--- config.mk ---
export PLATFORM = sky130hd
export DESIGN_NAME = mcp_bus_seq
export DESIGN_NICKNAME = d
export VERILOG_FILES = /design/src/rtl/mcp_bus_pkg.sv /design/src/rtl/mcp_phase_fsm.sv /design/src/rtl/mcp_pin_map.sv /design/src/rtl/mcp_bus_seq.sv
export SDC_FILE = /design/constraint.sdc
export NUM_CORES = 1
export LEC_CHECK = 0
export ABC_AREA = 1
export BUFFER_PORTS_ARGS = -buffer_cell sky130_fd_sc_hd__buf_2
export CORE_UTILIZATION = 30
export CTS_BUF_LIST = sky130_fd_sc_hd__clkbuf_8
export CTS_CLUSTER_DIAMETER = 80
export DETAILED_ROUTE_END_ITERATION = 10
export HOLD_SLACK_MARGIN = 0.08
export PLACE_DENSITY = 0.61
export RECOVER_POWER = 25
export SETUP_SLACK_MARGIN = 0.5
export SLEW_MARGIN = 20
export SYNTH_ARGS = -nofsm -noshare
export SYNTH_HDL_FRONTEND = slang
export SYNTH_SLANG_ARGS = --single-unit
--- constraint.sdc ---
create_clock -name clk -period 2.9 [get_ports clk]
set_input_delay 0.145 -clock clk [delete_from_list [all_inputs] [get_ports clk]]
set_output_delay 0.145 -clock clk [all_outputs]
set_load 0.1 [all_outputs]
--- src/rtl/mcp_bus_pkg.sv ---
package mcp_bus_pkg;

   typedef enum logic [2:0] {
      PH_IDLE   = 3'd0,
      PH_SETUP  = 3'd1,
      PH_STROBE = 3'd2,
      PH_HOLD   = 3'd3,
      PH_TURN   = 3'd4
   } phase_t;

   typedef enum logic [1:0] {
      OP_READ  = 2'b00,
      OP_WRITE = 2'b01,
      OP_SLEEP = 2'b10,
      OP_WAKE  = 2'b11
   } op_t;

   function automatic int max4(input int a, input int b, input int c, input int d);
      int m;
      m = a;
      if (b > m) m = b;
      if (c > m) m = c;
      if (d > m) m = d;
      return m;
   endfunction

endpackage

--- src/rtl/mcp_phase_fsm.sv ---
module mcp_phase_fsm
   import mcp_bus_pkg::*;
#(
   parameter int T_SETUP  = 1,
   parameter int T_STROBE = 5,
   parameter int T_HOLD   = 1,
   parameter int T_TURN   = 2
) (
   input  logic   clk,
   input  logic   rst_n,
   input  logic   start,
   output phase_t phase,
   output logic   last_strobe,
   output logic   last_hold
);
   localparam int MAXT = max4(T_SETUP, T_STROBE, T_HOLD, T_TURN);
   localparam int CW   = (MAXT < 2) ? 1 : $clog2(MAXT);

   generate
      if (T_SETUP < 1 || T_STROBE < 1 || T_HOLD < 1 || T_TURN < 1) begin : g_bad_timing
         $error("mcp_phase_fsm: every phase needs at least one cycle");
      end
   endgenerate

   logic [CW-1:0] cnt;
   logic          cnt_zero;

   assign cnt_zero    = (cnt == '0);
   assign last_strobe = (phase == PH_STROBE) && cnt_zero;
   assign last_hold   = (phase == PH_HOLD) && cnt_zero;

   always_ff @(posedge clk or negedge rst_n) begin
      if (!rst_n) begin
         phase <= PH_IDLE;
         cnt   <= '0;
      end else begin
         case (phase)
            PH_IDLE: if (start) begin
               phase <= PH_SETUP;
               cnt   <= CW'(T_SETUP - 1);
            end
            PH_SETUP: if (cnt_zero) begin
               phase <= PH_STROBE;
               cnt   <= CW'(T_STROBE - 1);
            end else cnt <= cnt - 1'b1;
            PH_STROBE: if (cnt_zero) begin
               phase <= PH_HOLD;
               cnt   <= CW'(T_HOLD - 1);
            end else cnt <= cnt - 1'b1;
            PH_HOLD: if (cnt_zero) begin
               phase <= PH_TURN;
               cnt   <= CW'(T_TURN - 1);
            end else cnt <= cnt - 1'b1;
            PH_TURN: if (cnt_zero) begin
               phase <= PH_IDLE;
               cnt   <= '0;
            end else cnt <= cnt - 1'b1;
            default: begin
               phase <= PH_IDLE;
               cnt   <= '0;
            end
         endcase
      end
   end

   // the block returns to idle only through the turnaround phase
   a_r10_idle_after_turn: assert property (@(posedge clk) disable iff (!rst_n)
      (phase == PH_IDLE && $past(phase) != PH_IDLE) |-> $past(phase) == PH_TURN);

   // a new access starts only from idle
   a_r10_setup_from_idle: assert property (@(posedge clk) disable iff (!rst_n)
      $rose(phase == PH_SETUP) |-> $past(phase) == PH_IDLE);

endmodule

--- src/rtl/mcp_pin_map.sv ---
module mcp_pin_map
   import mcp_bus_pkg::*;
#(
   parameter int ADDR_W     = 23,
   parameter int RAM_ADDR_W = 21,
   parameter int LANES      = 2
) (
   input  logic              clk,
   input  logic              rst_n,
   input  phase_t            phase,
   input  logic              psram,
   input  logic              write,
   input  logic              sleep,
   input  logic [LANES-1:0]  be,
   input  logic [ADDR_W-1:0] addr,
   output logic [ADDR_W-1:0] bus_addr,
   output logic              dq_oe,
   output logic              flash_ce_n,
   output logic              flash_adv_n,
   output logic              flash_oe_n,
   output logic              flash_we_n,
   output logic              ram_ce1_n,
   output logic              ram_ce2,
   output logic              ram_oe_n,
   output logic              ram_we_n,
   output logic [LANES-1:0]  ram_be_n,
   output logic              fault
);
   logic sel, stb, f_sel, r_sel;

   always_comb begin
      sel   = (phase == PH_SETUP) || (phase == PH_STROBE) || (phase == PH_HOLD);
      stb   = (phase == PH_STROBE);
      f_sel = sel && !psram;
      r_sel = sel && psram && !sleep;

      flash_ce_n  = !f_sel;
      flash_adv_n = !(f_sel && phase == PH_SETUP);
      flash_oe_n  = !(f_sel && stb && !write);
      flash_we_n  = !(f_sel && stb && write);
      ram_ce1_n   = !r_sel;
      ram_ce2     = !sleep;
      ram_oe_n    = !(r_sel && stb && !write);
      ram_we_n    = !(r_sel && stb && write);
      dq_oe       = sel && write;
      fault       = !flash_ce_n && !ram_ce1_n && ram_ce2;
   end

   for (genvar i = 0; i < LANES; i++) begin : g_lane
      assign ram_be_n[i] = !(r_sel && be[i]);
   end

   generate
      if (ADDR_W > RAM_ADDR_W) begin : g_split_addr
         assign bus_addr = psram ? {{(ADDR_W - RAM_ADDR_W){1'b0}}, addr[RAM_ADDR_W-1:0]} : addr;

         // upper lines are parked at zero while the PSRAM is selected
         a_r7_upper_zero: assert property (@(posedge clk) disable iff (!rst_n)
            !ram_ce1_n |-> bus_addr[ADDR_W-1:RAM_ADDR_W] == '0);
      end else if (ADDR_W == RAM_ADDR_W) begin : g_same_addr
         assign bus_addr = addr;
      end else begin : g_bad_addr
         $error("mcp_pin_map: PSRAM address wider than the bus");
      end
   endgenerate

   // never both dies active
   a_r4_one_die: assert property (@(posedge clk) disable iff (!rst_n)
      !(!flash_ce_n && !ram_ce1_n && ram_ce2));

   // write strobe releases before the flash select
   a_r3_we_before_ce: assert property (@(posedge clk) disable iff (!rst_n)
      $rose(flash_we_n) |-> !flash_ce_n && dq_oe);

   // latch closes while the flash is still selected
   a_r2_latch_in_select: assert property (@(posedge clk) disable iff (!rst_n)
      $rose(flash_adv_n) |-> !flash_ce_n);

   // each flash select opens the address latch
   a_r11_adv_with_ce: assert property (@(posedge clk) disable iff (!rst_n)
      $fell(flash_ce_n) |-> $fell(flash_adv_n));

   // a deselect is followed by at least one idle-bus cycle
   a_r5_gap_flash: assert property (@(posedge clk) disable iff (!rst_n)
      $rose(flash_ce_n) |=> flash_ce_n && ram_ce1_n && !dq_oe);
   a_r5_gap_ram: assert property (@(posedge clk) disable iff (!rst_n)
      $rose(ram_ce1_n) |=> flash_ce_n && ram_ce1_n && !dq_oe);

   // lane enables only inside a PSRAM select
   a_r6_lanes_in_select: assert property (@(posedge clk) disable iff (!rst_n)
      !(&ram_be_n) |-> !ram_ce1_n);

endmodule

--- src/rtl/mcp_bus_seq.sv ---
module mcp_bus_seq
   import mcp_bus_pkg::*;
#(
   parameter int ADDR_W     = 23,
   parameter int RAM_ADDR_W = 21,
   parameter int DATA_W     = 16,
   parameter int T_SETUP    = 1,
   parameter int T_STROBE   = 5,
   parameter int T_HOLD     = 1,
   parameter int T_TURN     = 2,
   localparam int LANES     = DATA_W / 8
) (
   input  logic              clk,
   input  logic              rst_n,
   input  logic              req_valid,
   output logic              req_ready,
   input  logic [1:0]        req_op,
   input  logic              req_psram,
   input  logic [ADDR_W-1:0] req_addr,
   input  logic [DATA_W-1:0] req_wdata,
   input  logic [LANES-1:0]  req_be,
   output logic              rsp_done,
   output logic              rsp_err,
   output logic [DATA_W-1:0] rsp_rdata,
   output logic [ADDR_W-1:0] bus_addr,
   output logic [DATA_W-1:0] bus_dq_out,
   output logic              bus_dq_oe,
   input  logic [DATA_W-1:0] bus_dq_in,
   output logic              flash_ce_n,
   output logic              flash_adv_n,
   output logic              flash_oe_n,
   output logic              flash_we_n,
   output logic              ram_ce1_n,
   output logic              ram_ce2,
   output logic              ram_oe_n,
   output logic              ram_we_n,
   output logic [LANES-1:0]  ram_be_n,
   output logic              enable_fault
);
   generate
      if (DATA_W % 8 != 0 || DATA_W < 8) begin : g_bad_width
         $error("mcp_bus_seq: data width must be a whole number of bytes");
      end
   endgenerate

   phase_t            phase;
   logic              last_strobe, last_hold;
   logic              accept, is_access, asleep_hit, start;
   op_t               op;
   logic              sleep_q;
   logic              a_psram, a_write;
   logic [LANES-1:0]  a_be;
   logic [ADDR_W-1:0] a_addr;
   logic [DATA_W-1:0] a_wdata;
   logic [DATA_W-1:0] rd_masked;

   assign op         = op_t'(req_op);
   assign req_ready  = (phase == PH_IDLE);
   assign accept     = req_valid && req_ready;
   assign is_access  = (op == OP_READ) || (op == OP_WRITE);
   assign asleep_hit = is_access && req_psram && sleep_q;
   assign start      = accept && is_access && !asleep_hit;
   assign bus_dq_out = a_wdata;

   mcp_phase_fsm #(
      .T_SETUP (T_SETUP),
      .T_STROBE(T_STROBE),
      .T_HOLD  (T_HOLD),
      .T_TURN  (T_TURN)
   ) u_fsm (
      .clk        (clk),
      .rst_n      (rst_n),
      .start      (start),
      .phase      (phase),
      .last_strobe(last_strobe),
      .last_hold  (last_hold)
   );

   mcp_pin_map #(
      .ADDR_W    (ADDR_W),
      .RAM_ADDR_W(RAM_ADDR_W),
      .LANES     (LANES)
   ) u_pins (
      .clk        (clk),
      .rst_n      (rst_n),
      .phase      (phase),
      .psram      (a_psram),
      .write      (a_write),
      .sleep      (sleep_q),
      .be         (a_be),
      .addr       (a_addr),
      .bus_addr   (bus_addr),
      .dq_oe      (bus_dq_oe),
      .flash_ce_n (flash_ce_n),
      .flash_adv_n(flash_adv_n),
      .flash_oe_n (flash_oe_n),
      .flash_we_n (flash_we_n),
      .ram_ce1_n  (ram_ce1_n),
      .ram_ce2    (ram_ce2),
      .ram_oe_n   (ram_oe_n),
      .ram_we_n   (ram_we_n),
      .ram_be_n   (ram_be_n),
      .fault      (enable_fault)
   );

   for (genvar i = 0; i < LANES; i++) begin : g_rd_lane
      assign rd_masked[i*8 +: 8] = (a_psram && !a_be[i]) ? 8'h00 : bus_dq_in[i*8 +: 8];
   end

   always_ff @(posedge clk or negedge rst_n) begin
      if (!rst_n) begin
         a_psram <= 1'b0;
         a_write <= 1'b0;
         a_be    <= '0;
         a_addr  <= '0;
         a_wdata <= '0;
      end else if (start) begin
         a_psram <= req_psram;
         a_write <= (op == OP_WRITE);
         a_be    <= req_psram ? req_be : {LANES{1'b1}};
         a_addr  <= req_addr;
         a_wdata <= req_wdata;
      end
   end

   always_ff @(posedge clk or negedge rst_n) begin
      if (!rst_n) begin
         sleep_q   <= 1'b0;
         rsp_done  <= 1'b0;
         rsp_err   <= 1'b0;
         rsp_rdata <= '0;
      end else begin
         if (accept && op == OP_SLEEP) sleep_q <= 1'b1;
         if (accept && op == OP_WAKE)  sleep_q <= 1'b0;
         rsp_done <= (accept && !start) || last_hold;
         rsp_err  <= accept && asleep_hit;
         if (last_strobe && !a_write) rsp_rdata <= rd_masked;
      end
   end

   // no PSRAM select while asleep
   a_r9_asleep_no_ram: assert property (@(posedge clk) disable iff (!rst_n)
      !ram_ce2 |-> ram_ce1_n);

   // a refusal is always reported with completion
   a_r9_err_with_done: assert property (@(posedge clk) disable iff (!rst_n)
      rsp_err |-> rsp_done);

   // a sleep command takes effect on the next cycle
   a_r8_sleep_applies: assert property (@(posedge clk) disable iff (!rst_n)
      (accept && op == OP_SLEEP) |=> !ram_ce2);

   // a wake command takes effect on the next cycle
   a_r8_wake_applies: assert property (@(posedge clk) disable iff (!rst_n)
      (accept && op == OP_WAKE) |=> ram_ce2);

   // no new request while a die is selected
   a_r10_busy_not_ready: assert property (@(posedge clk) disable iff (!rst_n)
      (!flash_ce_n || !ram_ce1_n) |-> !req_ready);

endmodule

Word level (Yosys, flattened, before mapping)
Cells that the tools add are included.
- register bits after elaboration: 68
- input port bits: 63
- word-level logic and storage cells: 96
- $add $sub $neg: 1
- equality and inequality tests: 12
- muxes and demuxes: 17
- reductions and logical operators: 55
- operators by type and width (kind ; count):
    logical AND 1 bit ; 29
    two-way mux 3 bit ; 9
    two-way mux 23 bit ; 1
    logical NOT 1 bit ; 16
    two-way mux 8 bit ; 2
    case mux 3 bit (5 select lines) ; 1
    case mux 3 bit (4 select lines) ; 1
    inequality test 2 x 1 -> 1 bit (second input constant) ; 4
    equality test 3 x 2 -> 1 bit (second input constant) ; 2
    logical NOT 3 bit ; 2
    AND reduction 5 bit ; 1
    equality test 2 bit (second input constant) ; 2
    logical OR 1 bit ; 4
    equality test 3 x 1 -> 1 bit (second input constant) ; 1
    equality test 3 bit (second input constant) ; 1
    subtractor 3 x 1 -> 3 bit (second input constant) ; 1
    equality test 2 x 1 -> 1 bit (second input constant) ; 1
    logical NOT 2 bit ; 1
    two-way mux 1 bit ; 2
    two-way mux 2 bit ; 1
    inequality test 2 bit (second input constant) ; 1
    nonzero test 2 bit ; 1
    OR reduction 2 bit ; 1

Logic depth before layout (Yosys ltp)
- depth in word-level cells: 9
- mapped depth: 10
- depth with buffers taken out: 8

Cells and area by module
A second synthesis with hierarchy kept.
- cells, all modules: 419
- area, all modules: 3469.6 um^2
- modules (own cells, without submodules) (module ; instances ; cells each ; area each (um^2) ; sequential area each (um^2)):
    mcp_bus_seq ; 1 ; 320 ; 2807.7 ; 1551.5
    mcp_phase_fsm ; 1 ; 52 ; 380.4 ; 150.1
    mcp_pin_map ; 1 ; 47 ; 281.5 ; 0.0

Least setup slack after synthesis
OpenSTA, ideal clock, no wires.
- path kind: register -> output
- from: register u_fsm.phase[1]
- to: output ram_be_n[0]
- arrival time: 2235 ps
- slack: 520 ps
- stages on the path, launching flop included: 9
- path buffers: 1
- cells stage by stage: dfrtp_1 > buf_2 > inv_2 > nand2_4 > nand2_1 > inv_1 > nand2_1 > inv_1 > nand2_1
- word-level cells in the longest chain between the ends: 7
- elaborated cells between the ends (all ways): 9
- those cells by class: eq/ne: 3; reduce/logical: 6
- ends and longest elaborated chain (element ; RTL line ; text):
    start: declaration ; mcp_phase_fsm.sv:12 ; output phase_t phase,
    start signal: assignment ; mcp_phase_fsm.sv:34 ; phase <= PH_IDLE;
    start signal: assignment ; mcp_phase_fsm.sv:39 ; phase <= PH_SETUP;
    start signal: assignment ; mcp_phase_fsm.sv:43 ; phase <= PH_STROBE;
    equality test 3 x 1 -> 1 bit / equality test 3 x 2 -> 1 bit (equally long branches) ; mcp_pin_map.sv:32 ; sel = (phase == PH_SETUP) || (phase == PH_STROBE) || (phase == PH_HOLD);
    logical OR 1 bit ; mcp_pin_map.sv:32 ;
    logical OR 1 bit (*) ; mcp_pin_map.sv:32 ;
    logical AND 1 bit (*) (2 in series) ; mcp_pin_map.sv:35 ; r_sel = sel && psram && !sleep;
    logical AND 1 bit (*) ; mcp_pin_map.sv:50 ; assign ram_be_n[i] = !(r_sel && be[i]);
    logical NOT 1 bit (*) ; mcp_pin_map.sv:50 ;
    end: declaration ; mcp_bus_seq.sv:37 ; output logic [LANES-1:0] ram_be_n,
Every way passes the cells marked *; elsewhere a longest branch is shown, timed or not.

Final worst setup path
- from: register u_fsm.phase[0]
- to: register a_wdata[13] (netlist: bus_dq_out[13])
- word-level cells in the longest chain between the ends: 4
- ends and longest elaborated chain (element ; RTL line ; text):
    logical NOT 3 bit ; mcp_bus_seq.sv:58 ; assign req_ready = (phase == PH_IDLE);
    logical AND 1 bit ; mcp_bus_seq.sv:59 ; assign accept = req_valid && req_ready;
    logical AND 1 bit (2 in series) ; mcp_bus_seq.sv:62 ; assign start = accept && is_access && !asleep_hit;
    end signal: assignment ; mcp_bus_seq.sv:122 ; a_wdata <= req_wdata;
    end: declaration ; mcp_bus_seq.sv:54 ; logic [DATA_W-1:0] a_wdata;
Every way passes these cells.
A chain may end at the register's enable or synchronous reset.

==> results.md <==
* Vias in the first global route at 2963
* Share of layout cells above drive strength 1 at 28.80%
* Hold Crit Class: in -> reg
* Delay-heaviest family, CP: simple AND/OR/NAND/NOR gates
* Synth Flop Type: dfrtp_1
* Synth area leader: dfrtp_1
* Die W at 104.6 um
* Final WL at 8734 um
* # clock sinks at 68
* Port buffer count at 131
* Synth Area per Inst at 8.282 um^2
* # nets final at 610
* Max Fclk at 481.4 MHz
* Worst Skew at 9.037 ps
* Worst path slowest cell: nor2_4
* CTS Buffer Depth at 2
* Starting DRT DRC Count at 188
* Crit path kind: reg -> reg
* Final ANT Viol Nets at 0
* Critical path depth at 8
* Minimum clock period at 2077 ps
* Post-route setup slack at 822.6 ps
* Failing checks: capacitance limit, slew limit
* Wire length per cell at 12.69 um
* Final worst-path cycle share at 71.63%
* Die footprint at 10930 um^2
* Tot GR Track Use at 16.31%
* DP Worst Slack at 883.8 ps
* Crit path capture: bus_dq_out[13]$_DFFE_PN0P_
* I/O pins at 133
* Slew Viols, Final at 69
* R2R Setup Slk at 820 ps
* Crit-path max FO at 42
* Root Driver: clkbuf_8
* Critical Path Sink Type: register
* Core Area at 10280 um^2
* Post-synthesis sequential area ratio at 53.93%
* Synth Register Bits at 68
* ANT cells at 0
* Yosys warns at 0
* Synthesized area at 3156 um^2
* Buf/Inv on CP at 2
* Max-Cap Viols at 1
* Rel. slew slack at -13.04%
* Total setup buffers inserted after CTS at 0
* Most utilized layer in the global route result: met2
* Outcome: finished with violations
* Reg2Reg Capture Point: bus_dq_out[13]$_DFFE_PN0P_
* Pre-Repair DR Iteration Count at 4
* First-pass GRT wire length at 14130 um
* Initial Utilization at 30.70%
* CP max stage delay at 520 ps
* M2 GR Usage at 28.10%
* Area Overhead vs Synth at 45.32%
* Hold Buf Count CTS at 62
* Die Height at 104.6 um
* Most numerous cell in the Yosys netlist: nand2_1
* CP arrival at 2350 ps
* RSZ-0062 raised after global routing: no
* Initial antenna violation count at 0
* Largest net degree at the start of global routing at 69
* Top cells by area, synth: dfrtp_1 54%, nand2_1 18%, o21ai_0 8.4%
* Post-synth EDFFs at 0
* Total number of H-tree levels at 3
* Global Route met3 Usage at 3.306%
* # setup viols final at 0
* Commonest cells in the netlist: 148 x nand2_1, 68 x dfrtp_1, 53 x o21ai_0
* Share of flip-flops with an asynchronous set or reset at 100.0%
* Post-DP HPWL at 5390 um
* Clk Latency, worst-skew pair at 340 ps
* Critical path launch point type: register
* # DRC at 0
* Req. time, crit path at 3170 ps
* FF-to-FF path depth at 8
* Worst slew pin tran at 1696 ps
* Met1 Track Usage GR at 19.64%
* R2r startpoint: u_fsm.phase[0]$_DFFE_PN0P_
* Hold Fails Final Rpt at 0
* Final GP Congestion at 0.8002
* Syn Nets at 444
* Crit. Startpoint: u_fsm.phase[0]$_DFFE_PN0P_
* Post-synth top area share at 53.93%
* Yosys cell types at 23
* Num CTS Buffers at 9
* Final setup TNS at 0 ps
* Vias per std cell at 4.414
* Resize count post-CTS at 0
* GR Overflow Total at 0
* Vias at 3037
* Cell Chain, Critical Path: inv_1, nand2_4, nor2_8, nand2_4, nor2_4, buf_12, nand2_1, nand2_1
* Post-Synthesis Cells at 381
* Clock transition at path regs at 80 ps
* CTS tree: yes
* Rows at 37
## tightest hold or removal path: cells and delay by family
kind	cells	cell delay, ps
buffers and inverters	1	130
AOI/OAI and AO/OA	1	80
and+or+nand+nor	1	110
## logic make-up (layout without fill, tap and decap cells)
| logic type | after synthesis | in the layout | share of synthesized area (%) |
|---|---|---|---|
| other cells | 1 | 1 | 0.1188 |
| compound gates | 67 | 67 | 10.78 |
| buf+inv | 60 | 231 | 10.71 |
| simple gates | 185 | 185 | 24.46 |
| flops | 68 | 68 | 53.93 |
## state kept, by name (all words and copies together), names as in the netlist
| name | cells |
|---|---|
| a_psram | 1 |
| rsp_done | 1 |
| bus_dq_out | 16 |
| a_write | 1 |
| a_addr | 23 |
| sleep_q | 1 |
| rsp_rdata | 16 |
| rsp_err | 1 |
| u_fsm.phase | 3 |
| a_be | 2 |
| u_fsm.cnt | 3 |
## worst min path at each step
stage           startpoint  slack (ps)  cells after the start               endpoint
2_1_floorplan        rst_n        -150                      0  a_addr[0]$_DFFE_PN0P_
3_3_place_gp   req_addr[1]         350                      3  a_addr[1]$_DFFE_PN0P_
3_5_place_dp   req_addr[4]         350                      3  a_addr[4]$_DFFE_PN0P_
4_1_cts          req_valid         160                      3    sleep_q$_DFFE_PN0P_
5_1_grt          req_valid         190                      3    sleep_q$_DFFE_PN0P_
6_report         req_valid         160                      3    sleep_q$_DFFE_PN0P_
## layer usage
| metal | vias up | share of wire, % |
|---|---|---|
| met2 | 122 | 49 |
| met5 | - | 0 |
| li1 | 1509 | - |
| met3 | 15 | 5.8 |
| met4 | 0 | 1.6 |
| met1 | 1391 | 43 |
## area by class of cell
| type | count | area (um^2) |
|---|---|---|
| sequential | 68 | 1702 |
| tap | 136 | 170.2 |
| inverter | 19 | 71.32 |
| clock inverter | 7 | 98.84 |
| clock buffer | 9 | 123.9 |
| multi-input combinational | 253 | 1116 |
| fill | 1006 | 5692 |
| timing repair buffer | 196 | 1304 |
## through the flow
step	hold slack (ps)	cells	instance area (um^2)	util, %
4_1_cts	158.6	688	4593	44.69
3_3_place_gp	345.2	610	3750	36.49
2_1_floorplan	-150.6	381	3156	-
6_report	163.6	688	4586	44.62
3_5_place_dp	347.9	610	3750	36.49
5_1_grt	190.9	688	4586	44.62
## layout by cell type, fill, tap and decap left out, drive strengths merged
cell	netlist	final
buf	33	129
bufinv	0	2
clkbuf	8	14
clkinv	0	2
clkinvlp	0	1
conb	1	1
dfrtp	68	68
dlygate4sd3	0	62
inv	19	21
nand2	151	151
nand3	13	13
nor2	15	15
nor3	2	2
o211ai	2	2
o21ai	65	65
or2	4	4
Power is left out: the tool's default activity adds up to more than one toggle a clock period on the data nets, which glitch-free logic cannot reach.
